$ cat config.mk
export PLATFORM = sky130hd
export DESIGN_NAME = dual_pwm_timer
export DESIGN_NICKNAME = d
export VERILOG_FILES = /design/src/rtl/pwm_timer_pkg.sv /design/src/rtl/pwm_prescaler.sv /design/src/rtl/pwm_counter.sv /design/src/rtl/pwm_channel.sv /design/src/rtl/dual_pwm_timer.sv
export SDC_FILE = /design/constraint.sdc
export NUM_CORES = 1
export LEC_CHECK = 0
export BUFFER_PORTS_ARGS = -buffer_cell sky130_fd_sc_hd__buf_4
export CORE_ASPECT_RATIO = 0.8
export CORE_MARGIN = 8
export CORE_UTILIZATION = 55
export CTS_CLUSTER_SIZE = 10
export DETAILED_ROUTE_END_ITERATION = 8
export PLACE_DENSITY = 0.72
export REMOVE_ABC_BUFFERS = 1
export SETUP_SLACK_MARGIN = 0.3
export SYNTH_ARGS = -nofsm -noshare
export SYNTH_HDL_FRONTEND = slang
export SYNTH_SLANG_ARGS = --single-unit
export TNS_END_PERCENT = 20
$ cat constraint.sdc
create_clock -name clk_i -period 10.5 [get_ports clk_i]
set_input_delay 2.1 -clock clk_i [delete_from_list [all_inputs] [get_ports clk_i]]
set_output_delay 2.1 -clock clk_i [all_outputs]
set_load 0.005 [all_outputs]
$ cat src/rtl/pwm_timer_pkg.sv
package pwm_timer_pkg;
  typedef enum logic [1:0] {
    OM_OFF    = 2'b00,
    OM_RSV    = 2'b01,
    OM_NONINV = 2'b10,
    OM_INV    = 2'b11
  } out_mode_e;

  localparam logic [1:0] ADDR_CTRL  = 2'd0;
  localparam logic [1:0] ADDR_OMODE = 2'd1;
  localparam logic [1:0] ADDR_CMP_A = 2'd2;
  localparam logic [1:0] ADDR_CMP_B = 2'd3;

  localparam logic [2:0] WAVE_FAST  = 3'b011;
endpackage

$ cat src/rtl/pwm_prescaler.sv
module pwm_prescaler #(
  parameter int PRESC_W = 10
) (
  input  logic       clk_i,
  input  logic       rst_ni,
  input  logic [2:0] clk_sel_i,
  output logic       tick_o
);
  logic [PRESC_W-1:0] div_q;
  logic [PRESC_W-1:0] mask;
  logic               run;

  always_comb begin
    run  = 1'b1;
    mask = '0;
    unique case (clk_sel_i)
      3'd1:    mask = '0;
      3'd2:    mask = PRESC_W'(7);
      3'd3:    mask = PRESC_W'(63);
      3'd4:    mask = PRESC_W'(255);
      3'd5:    mask = PRESC_W'(1023);
      default: run  = 1'b0;
    endcase
  end

  assign tick_o = run && ((div_q & mask) == mask);

  always_ff @(posedge clk_i or negedge rst_ni) begin
    if (!rst_ni)   div_q <= '0;
    else if (!run) div_q <= '0;
    else           div_q <= div_q + PRESC_W'(1);
  end
endmodule

$ cat src/rtl/pwm_counter.sv
module pwm_counter #(
  parameter int CNT_W = 8
) (
  input  logic             clk_i,
  input  logic             rst_ni,
  input  logic             tick_i,
  input  logic             fast_i,
  output logic [CNT_W-1:0] cnt_o,
  output logic [CNT_W-1:0] cnt_nxt_o,
  output logic             load_o
);
  localparam logic [CNT_W-1:0] TOP = {CNT_W{1'b1}};

  logic [CNT_W-1:0] cnt_q;
  logic             up_q, up_nxt;

  always_comb begin
    up_nxt    = up_q;
    cnt_nxt_o = cnt_q + CNT_W'(1);
    if (fast_i) begin
      up_nxt = 1'b1;
    end else if (up_q) begin
      if (cnt_q == TOP) begin
        cnt_nxt_o = TOP - CNT_W'(1);
        up_nxt    = 1'b0;
      end
    end else if (cnt_q == '0) begin
      up_nxt = 1'b1;
    end else begin
      cnt_nxt_o = cnt_q - CNT_W'(1);
    end
  end

  // buffered compare loads at bottom (fast) or top (dual slope)
  assign load_o = tick_i && (fast_i ? (cnt_nxt_o == '0) : (cnt_nxt_o == TOP));
  assign cnt_o  = cnt_q;

  always_ff @(posedge clk_i or negedge rst_ni) begin
    if (!rst_ni) begin
      cnt_q <= '0;
      up_q  <= 1'b1;
    end else if (tick_i) begin
      cnt_q <= cnt_nxt_o;
      up_q  <= up_nxt;
    end
  end
endmodule

$ cat src/rtl/pwm_channel.sv
module pwm_channel
  import pwm_timer_pkg::*;
#(
  parameter int CNT_W = 8
) (
  input  logic             clk_i,
  input  logic             rst_ni,
  input  logic             tick_i,
  input  logic             load_i,
  input  logic [CNT_W-1:0] cnt_nxt_i,
  input  logic [CNT_W-1:0] cmp_buf_i,
  input  out_mode_e        out_mode_i,
  output logic [CNT_W-1:0] act_o,
  output logic             pwm_o
);
  localparam logic [CNT_W-1:0] TOP = {CNT_W{1'b1}};

  logic [CNT_W-1:0] act_q, act_nxt;
  logic             level_q;

  assign act_nxt = load_i ? cmp_buf_i : act_q;

  always_ff @(posedge clk_i or negedge rst_ni) begin
    if (!rst_ni) begin
      act_q   <= '0;
      level_q <= 1'b0;
    end else if (tick_i) begin
      act_q   <= act_nxt;
      level_q <= (cnt_nxt_i < act_nxt) || (act_nxt == TOP);
    end
  end

  always_comb begin
    unique case (out_mode_i)
      OM_NONINV: pwm_o = level_q;
      OM_INV:    pwm_o = ~level_q;
      default:   pwm_o = 1'b0;
    endcase
  end

  assign act_o = act_q;
endmodule

$ cat src/rtl/dual_pwm_timer.sv
module dual_pwm_timer
  import pwm_timer_pkg::*;
#(
  parameter int CNT_W   = 8,
  parameter int PRESC_W = 10
) (
  input  logic             clk_i,
  input  logic             rst_ni,
  input  logic             wr_en_i,
  input  logic [1:0]       wr_addr_i,
  input  logic [CNT_W-1:0] wr_data_i,
  output logic             pwm_a_o,
  output logic             pwm_b_o
);
  localparam int N_CH = 2;

  logic [2:0]       clk_sel_q;
  logic [2:0]       wave_q;
  out_mode_e        omode_q [N_CH];
  logic [CNT_W-1:0] cmp_buf_q [N_CH];
  logic [CNT_W-1:0] act [N_CH];
  logic [N_CH-1:0]  pwm;
  logic             tick, fast, load;
  logic [CNT_W-1:0] cnt, cnt_nxt;
  logic             unused_bits;

  assign fast        = (wave_q == WAVE_FAST);
  assign unused_bits = ^{wr_data_i[CNT_W-1:6], wr_data_i[5:4]};

  always_ff @(posedge clk_i or negedge rst_ni) begin
    if (!rst_ni) begin
      clk_sel_q <= '0;
      wave_q    <= '0;
      for (int i = 0; i < N_CH; i++) begin
        omode_q[i]   <= OM_OFF;
        cmp_buf_q[i] <= '0;
      end
    end else if (wr_en_i) begin
      unique case (wr_addr_i)
        ADDR_CTRL: begin
          clk_sel_q <= wr_data_i[2:0];
          wave_q    <= wr_data_i[5:3];
        end
        ADDR_OMODE: begin
          omode_q[0] <= out_mode_e'(wr_data_i[1:0]);
          omode_q[1] <= out_mode_e'(wr_data_i[3:2]);
        end
        ADDR_CMP_A: cmp_buf_q[0] <= wr_data_i;
        default:    cmp_buf_q[1] <= wr_data_i;
      endcase
    end
  end

  pwm_prescaler #(.PRESC_W(PRESC_W)) u_presc (
    .clk_i     (clk_i),
    .rst_ni    (rst_ni),
    .clk_sel_i (clk_sel_q),
    .tick_o    (tick)
  );

  pwm_counter #(.CNT_W(CNT_W)) u_cnt (
    .clk_i     (clk_i),
    .rst_ni    (rst_ni),
    .tick_i    (tick),
    .fast_i    (fast),
    .cnt_o     (cnt),
    .cnt_nxt_o (cnt_nxt),
    .load_o    (load)
  );

  for (genvar g = 0; g < N_CH; g++) begin : g_ch
    pwm_channel #(.CNT_W(CNT_W)) u_ch (
      .clk_i      (clk_i),
      .rst_ni     (rst_ni),
      .tick_i     (tick),
      .load_i     (load),
      .cnt_nxt_i  (cnt_nxt),
      .cmp_buf_i  (cmp_buf_q[g]),
      .out_mode_i (omode_q[g]),
      .act_o      (act[g]),
      .pwm_o      (pwm[g])
    );
  end

  assign pwm_a_o = pwm[0];
  assign pwm_b_o = pwm[1];
endmodule

== After elaboration in Yosys (flattened, before gate mapping) ==
Cells that the tools add are included.
Word-level totals
  input port bits: 13
  flip-flop bits (word level): 63
Cells by class
  mux-type cells: 16
  add/sub/neg operators: 3
  reductions and logical operators: 13
  $lt $le $gt $ge: 2
  bitwise logic cells: 4
  equality and inequality tests: 17
Operators with widths (count)
  two-way mux 8 bit: 6
  case mux 10 bit (4 select lines): 1
  equality test 8 bit (second input constant): 4
  logical NOT 8 bit: 2
  < comparator 8 bit: 2
  adder 10 x 1 -> 10 bit (second input constant): 1
  AND 10 bit: 1
  equality test 10 bit: 1
  equality test 2 bit (second input constant): 5
  two-way mux 10 bit: 1
  equality test 3 x 2 -> 1 bit (second input constant): 3
  adder 8 x 1 -> 8 bit (second input constant): 1
  AND reduction 2 bit: 4
  subtractor 8 x 1 -> 8 bit (second input constant): 1
  equality test 3 bit (second input constant): 2
  two-way mux 1 bit: 6
  OR reduction 5 bit: 1
  case mux 1 bit (2 select lines): 2
  equality test 3 x 1 -> 1 bit (second input constant): 1
  inverter 1 bit: 3
  OR reduction 3 bit: 1
  equality test 2 x 1 -> 1 bit (second input constant): 1
  logical AND 1 bit: 2
  logical NOT 2 bit: 1
  logical OR 1 bit: 2

== Logic depth before layout (Yosys ltp) ==
  depth in word-level cells: 10
  depth in mapped cells: 21
  gate-level depth less buffers: 17

== Modules after synthesis ==
From an unflattened synthesis, not the netlist that was laid out.
Second synthesis, totals
  cells, all modules: 349
  area total of the unflattened synthesis: 3786.1 um^2
By module, submodules not included
  pwm_channel: sequential area each 225.2 um^2, instances 2, area each 619.3 um^2, cells each 63
  pwm_counter: sequential area each 226.5 um^2, instances 1, area each 1008.5 um^2, cells each 110
  dual_pwm_timer: sequential area each 650.6 um^2, instances 1, area each 998.5 um^2, cells each 58
  pwm_prescaler: sequential area each 250.2 um^2, instances 1, area each 540.5 um^2, cells each 55

== Least setup slack after synthesis ==
No wires, ideal clock.
  path type: flip-flop to flip-flop
  start point: register u_cnt.cnt_q[0], in the netlist u_cnt.cnt_o[0]
  end point: register g_ch[1].u_ch.level_q
  clock period less this slack: 4.508 ns
  data arrival time: 4.441 ns
  setup slack: 5.992 ns
  stages on the path, launching flop included: 21
  buffers on the path: 3
  library setup time: 0.067 ns
  cells stage by stage: dfrtp_1 > inv_1 > ha_1 > or3b_2 > o211a_4 > buf_6 > or3_4 > a32o_1 > nand2_1 > o32a_1 > buf_6 > clkbuf_1 > mux2_2 > inv_1 > ha_1 > a21o_1 > o21ai_0 > a21boi_0 > o31ai_1 > a21oi_1 > a32o_1
On the way
  cells in the longest elaborated chain, start to end: 10
  elaborated cells on any way between the ends: 16
  those cells by class: add/sub: 2; order compare: 1; eq/ne: 3; mux: 6; reduce/logical: 4
Ends and longest elaborated chain
  start: declaration: line pwm_counter.sv:14  | logic [CNT_W-1:0] cnt_q;
  start signal: assignment: line pwm_counter.sv:43  | cnt_q <= cnt_nxt_o;
  subtractor 8 x 1 -> 8 bit, or another cell as far along: line pwm_counter.sv:30  | cnt_nxt_o = cnt_q - CNT_W'(1);
  two-way mux 8 bit, on equally long branches: line pwm_counter.sv:27, pwm_counter.sv:23
  two-way mux 8 bit: line pwm_counter.sv:22  | end else if (up_q) begin
  two-way mux 8 bit *: line pwm_counter.sv:20  | if (fast_i) begin
  equality test 8 bit or logical NOT 8 bit (tied branches): line pwm_counter.sv:35  | assign load_o = tick_i && (fast_i ? (cnt_nxt_o == '0) : (cnt_nxt_o == TOP));
  two-way mux 1 bit: line pwm_counter.sv:35
  logical AND 1 bit: line pwm_counter.sv:35
  two-way mux 8 bit: line pwm_channel.sv:21  | assign act_nxt = load_i ? cmp_buf_i : act_q;
  < comparator 8 bit or equality test 8 bit (tied branches): line pwm_channel.sv:29  | level_q <= (cnt_nxt_i < act_nxt) || (act_nxt == TOP);
  logical OR 1 bit *: line pwm_channel.sv:29
  end signal: assignment: line pwm_channel.sv:29
  end: declaration: line pwm_channel.sv:19  | logic level_q;
Every way passes the cells marked *; elsewhere a longest branch is shown, timed or not.
A chain may end at the register's enable or synchronous reset.

== Final worst setup path ==
  start point: register u_cnt.cnt_q[2], in the netlist u_cnt.cnt_o[2]
  end point: register g_ch[1].u_ch.level_q
On the way
  cells in the longest elaborated chain, start to end: 10
  elaborated cells on any way between the ends: 16
  those cells by class: add/sub: 2; order compare: 1; eq/ne: 3; mux: 6; reduce/logical: 4
Ends and longest elaborated chain
  subtractor 8 x 1 -> 8 bit, or another cell as far along: line pwm_counter.sv:30
  two-way mux 8 bit, on equally long branches: line pwm_counter.sv:27, pwm_counter.sv:23
  two-way mux 8 bit: line pwm_counter.sv:22
  two-way mux 8 bit *: line pwm_counter.sv:20
  via cnt_nxt[5]: line dual_pwm_timer.sv:24  | logic [CNT_W-1:0] cnt, cnt_nxt;
  equality test 8 bit or logical NOT 8 bit (tied branches): line pwm_counter.sv:35
  two-way mux 1 bit: line pwm_counter.sv:35
  logical AND 1 bit: line pwm_counter.sv:35
  two-way mux 8 bit: line pwm_channel.sv:21
  < comparator 8 bit or equality test 8 bit (tied branches): line pwm_channel.sv:29
  logical OR 1 bit *: line pwm_channel.sv:29
Mark *: on every way through the listed nets, which the timed path passes. The rest lies on a longest branch.

==> results.ini <==
[hold_path]
holdCritPathClass=reg -> reg
whs_path_depth=1
min_from=u_presc.div_q[0]
holdPathEnd=u_presc.div_q[0]

[setup_path]
critPathLaunch=u_cnt.cnt_o[2]
rrSetupSlack_ns=5.13
cp_max_fo=19
crit_path_max_incr_delay_ns=0.83
cp_slowest_cell=nor4_2
rr_worst_depth=15
end_kind=register
timing.setup.critical_path_class=reg -> reg
worstSetupStartpointType=register
r2r-start=u_cnt.cnt_o[2]
crit_path_cell_trace=nand3_1 > nor4_2 > nor3_1 > o32ai_2 > nand3b_4 > o32a_1 > mux2_2 > inv_1 > ha_1 > a21o_1 > o21ai_0 > a21boi_0 > o31ai_1 > a21oi_1 > a32o_1
worstPathArrival_ns=5.64
r2r-end=g_ch[1].u_ch.level_q
required_ns=10.77

[routing]
drt_iter0_drc=208
avgViaCountPerCell=6.238
firstDrtPassIters=5
vias=2913
post-route-drc-count=0
ant_nets=0
avgRoutedWirePerCell_um=18.31
drt-total-wl_um=8550

[grt]
track_usage_pct=18.45
grt_max_degree=64
grt_pass1_wl_um=14280
grt-ovfl-total=0
antenna_found_initial=0
grt_pass1_vias=2860

[die]
die-area_um2=9733
coreArea_um2=6756
ios=15
num_rows=27
start_util_pct=55.50
die_h_um=89.86
die_w_um=108.3

[layout]
final_util_pct=60.89
stdcell_area_um2=4114
antenna_cells=0
fin_nets=404
area_growth_pct=9.710
drive_gt1_share_pct=23.95

[synthesis]
yosysUniqueCellTypes=61
yosysTopAreaCell=dfrtp_1
yosysWarningCount=0
synth.avg_cell_area_um2=10.42
postSynthCellCount=360
synth.ff_latch_count=63
synthFlopType=dfrtp_1
synthTopCellsByCount=dfrtp_1 (62), mux2_2 (42), nor2_1 (29), inv_1 (22)
synth-edff-count=0
synth-seq-area-share_pct=42.08
synthTopCellsByArea=dfrtp_1 (41%), mux2_2 (13%), ha_1 (5.3%), nor2_1 (2.9%), o21ai_0 (2.4%)
synth_top_area_share_pct=41.37
yosysMostFrequentCell=dfrtp_1
netlist_area_um2=3750
synth_async_sr_flop_share_pct=100.0

[cts]
cts_tree=done
cts_repair_resize_count=0
clk_pin_slew_ns=0.08
htree_num_levels=3
cts_hold_buf=0
post_cts_buffers=0
clockBufferDepth=2
clk_latency_ns=0.34
cts-root-buf=clkbuf_8
cts.sinks=63
cts_inserted_buffers=9

[timing]
timing_hold_violations_final=0
period_share_pct=51.10
tightest_slew_ns=0.9548
fin_crit_ns=5.366
slew_violations=0
worst_slack_ns=5.134
grt_setup_unrepaired=false
fin_setup_tns_ns=0
final.setup_skew_ns=0.01267
slew_headroom_pct=36.26
max_freq_mhz=186.4
final-setup-viol-count=0

[run_status]
outcome=finished, final reports clean

[flow_run]
drv_cap=0

[placed_design]
port_buffers=14
dp.final_hpwl_um=6319
dp_slack_ns=5.286
finalWeightedCongestion=0.9153
placed_area_um2=3908

[pwr]
power.leakage_nw=1.788
vdd_ir_drop_max_mv=0.1149
p_per_area_nw_per_um2=252.4

-- routing by layer --
metal  part of all wire (%)  track usage, %  up-vias
li1                       -               -     1370
met3                    6.0           4.779       24
met2                     44           26.19      102
met4                    2.7           7.509        0
met5                      0               0        -
met1                     47           25.87     1417
-- worst max path at each step --
stage,endpoint,slack (ns)
3_5_place_dp,g_ch[1].u_ch.level_q,5.29
4_1_cts,g_ch[1].u_ch.level_q,5.25
2_1_floorplan,g_ch[1].u_ch.level_q,6.07
6_report,g_ch[1].u_ch.level_q,5.13
5_1_grt,g_ch[1].u_ch.level_q,4.73
3_3_place_gp,g_ch[1].u_ch.level_q,5.47
-- cell type report --
class                           count  area [um2]
Clock buffer                       10       137.6
Clock inverter                      6       68.82
Fill cell                         555        2643
Inverter                           22       82.58
Multi-Input combinational cell    264        2026
Sequential cell                    63        1578
Tap cell                           87       108.9
Timing Repair Buffer               15       112.6
-- worst max-delay path: cells and delay by family, from the launching register on --
| family | cells | cell delay (ns) |
|---|---|---|
| fa+ha+maj | 1 | 0.25 |
| compound gates | 8 | 2.36 |
| flops | 1 | 0.66 |
| buf+inv | 1 | 0.06 |
| simple gates | 4 | 1.54 |
| mux | 1 | 0.42 |
-- stage by stage --
step / hold slack [ns] / cells / total power [mW]
after floorplan: 0.4239 / 349 / 0.6853
after global placement: 0.4409 / 451 / 0.8087
after detailed placement: 0.4448 / 451 / 0.8152
after CTS: 0.4545 / 467 / 1.036
after global routing: 0.4802 / 467 / 1.115
final: 0.4460 / 467 / 1.039
-- cells in the final DEF (no fill, tap or decap), drive strengths merged, types with 5 or more instances in the layout --
master / n
and3: 6
nor3: 12
inv: 23
nand4: 11
buf: 15
mux2i: 5
xor2: 6
nand3: 12
clkbuf: 10
nor2: 29
mux2: 42
ha: 16
a21oi: 14
o21ai: 18
dfrtp: 62
nand2: 18
nand3b: 5
-- logic make-up (layout without fill, tap and decap cells) --
| family | Yosys count | in the layout | synth area share (%) |
|---|---|---|---|
| simple gates | 117 | 117 | 17.28 |
| compound gates | 74 | 74 | 15.02 |
| flops | 63 | 63 | 42.08 |
| mux | 47 | 47 | 14.05 |
| buf+inv | 33 | 53 | 3.904 |
| fa+ha+maj | 16 | 16 | 5.339 |
| xor+xnor | 10 | 10 | 2.336 |
-- flip-flops by register name (all words and copies together) (netlist names) --
name	cells
u_presc.div_q	10
cmp_buf_q	16
omode_q	4
g_ch.u_ch.level_q	2
u_cnt.cnt_o	8
wave_q	3
clk_sel_q	3
u_cnt.up_q	1
g_ch.u_ch.act_o	16
-- report_power, final --
group / total (mW) / switching, mW / internal [mW] / leakage, nW
clock: 0.218 / 0.101 / 0.117 / 0.0912
combinational: 0.451 / 0.259 / 0.193 / 0.900
sequential: 0.369 / 0.0713 / 0.298 / 0.796
No activity file was read; power rests on OpenSTA's default activity.
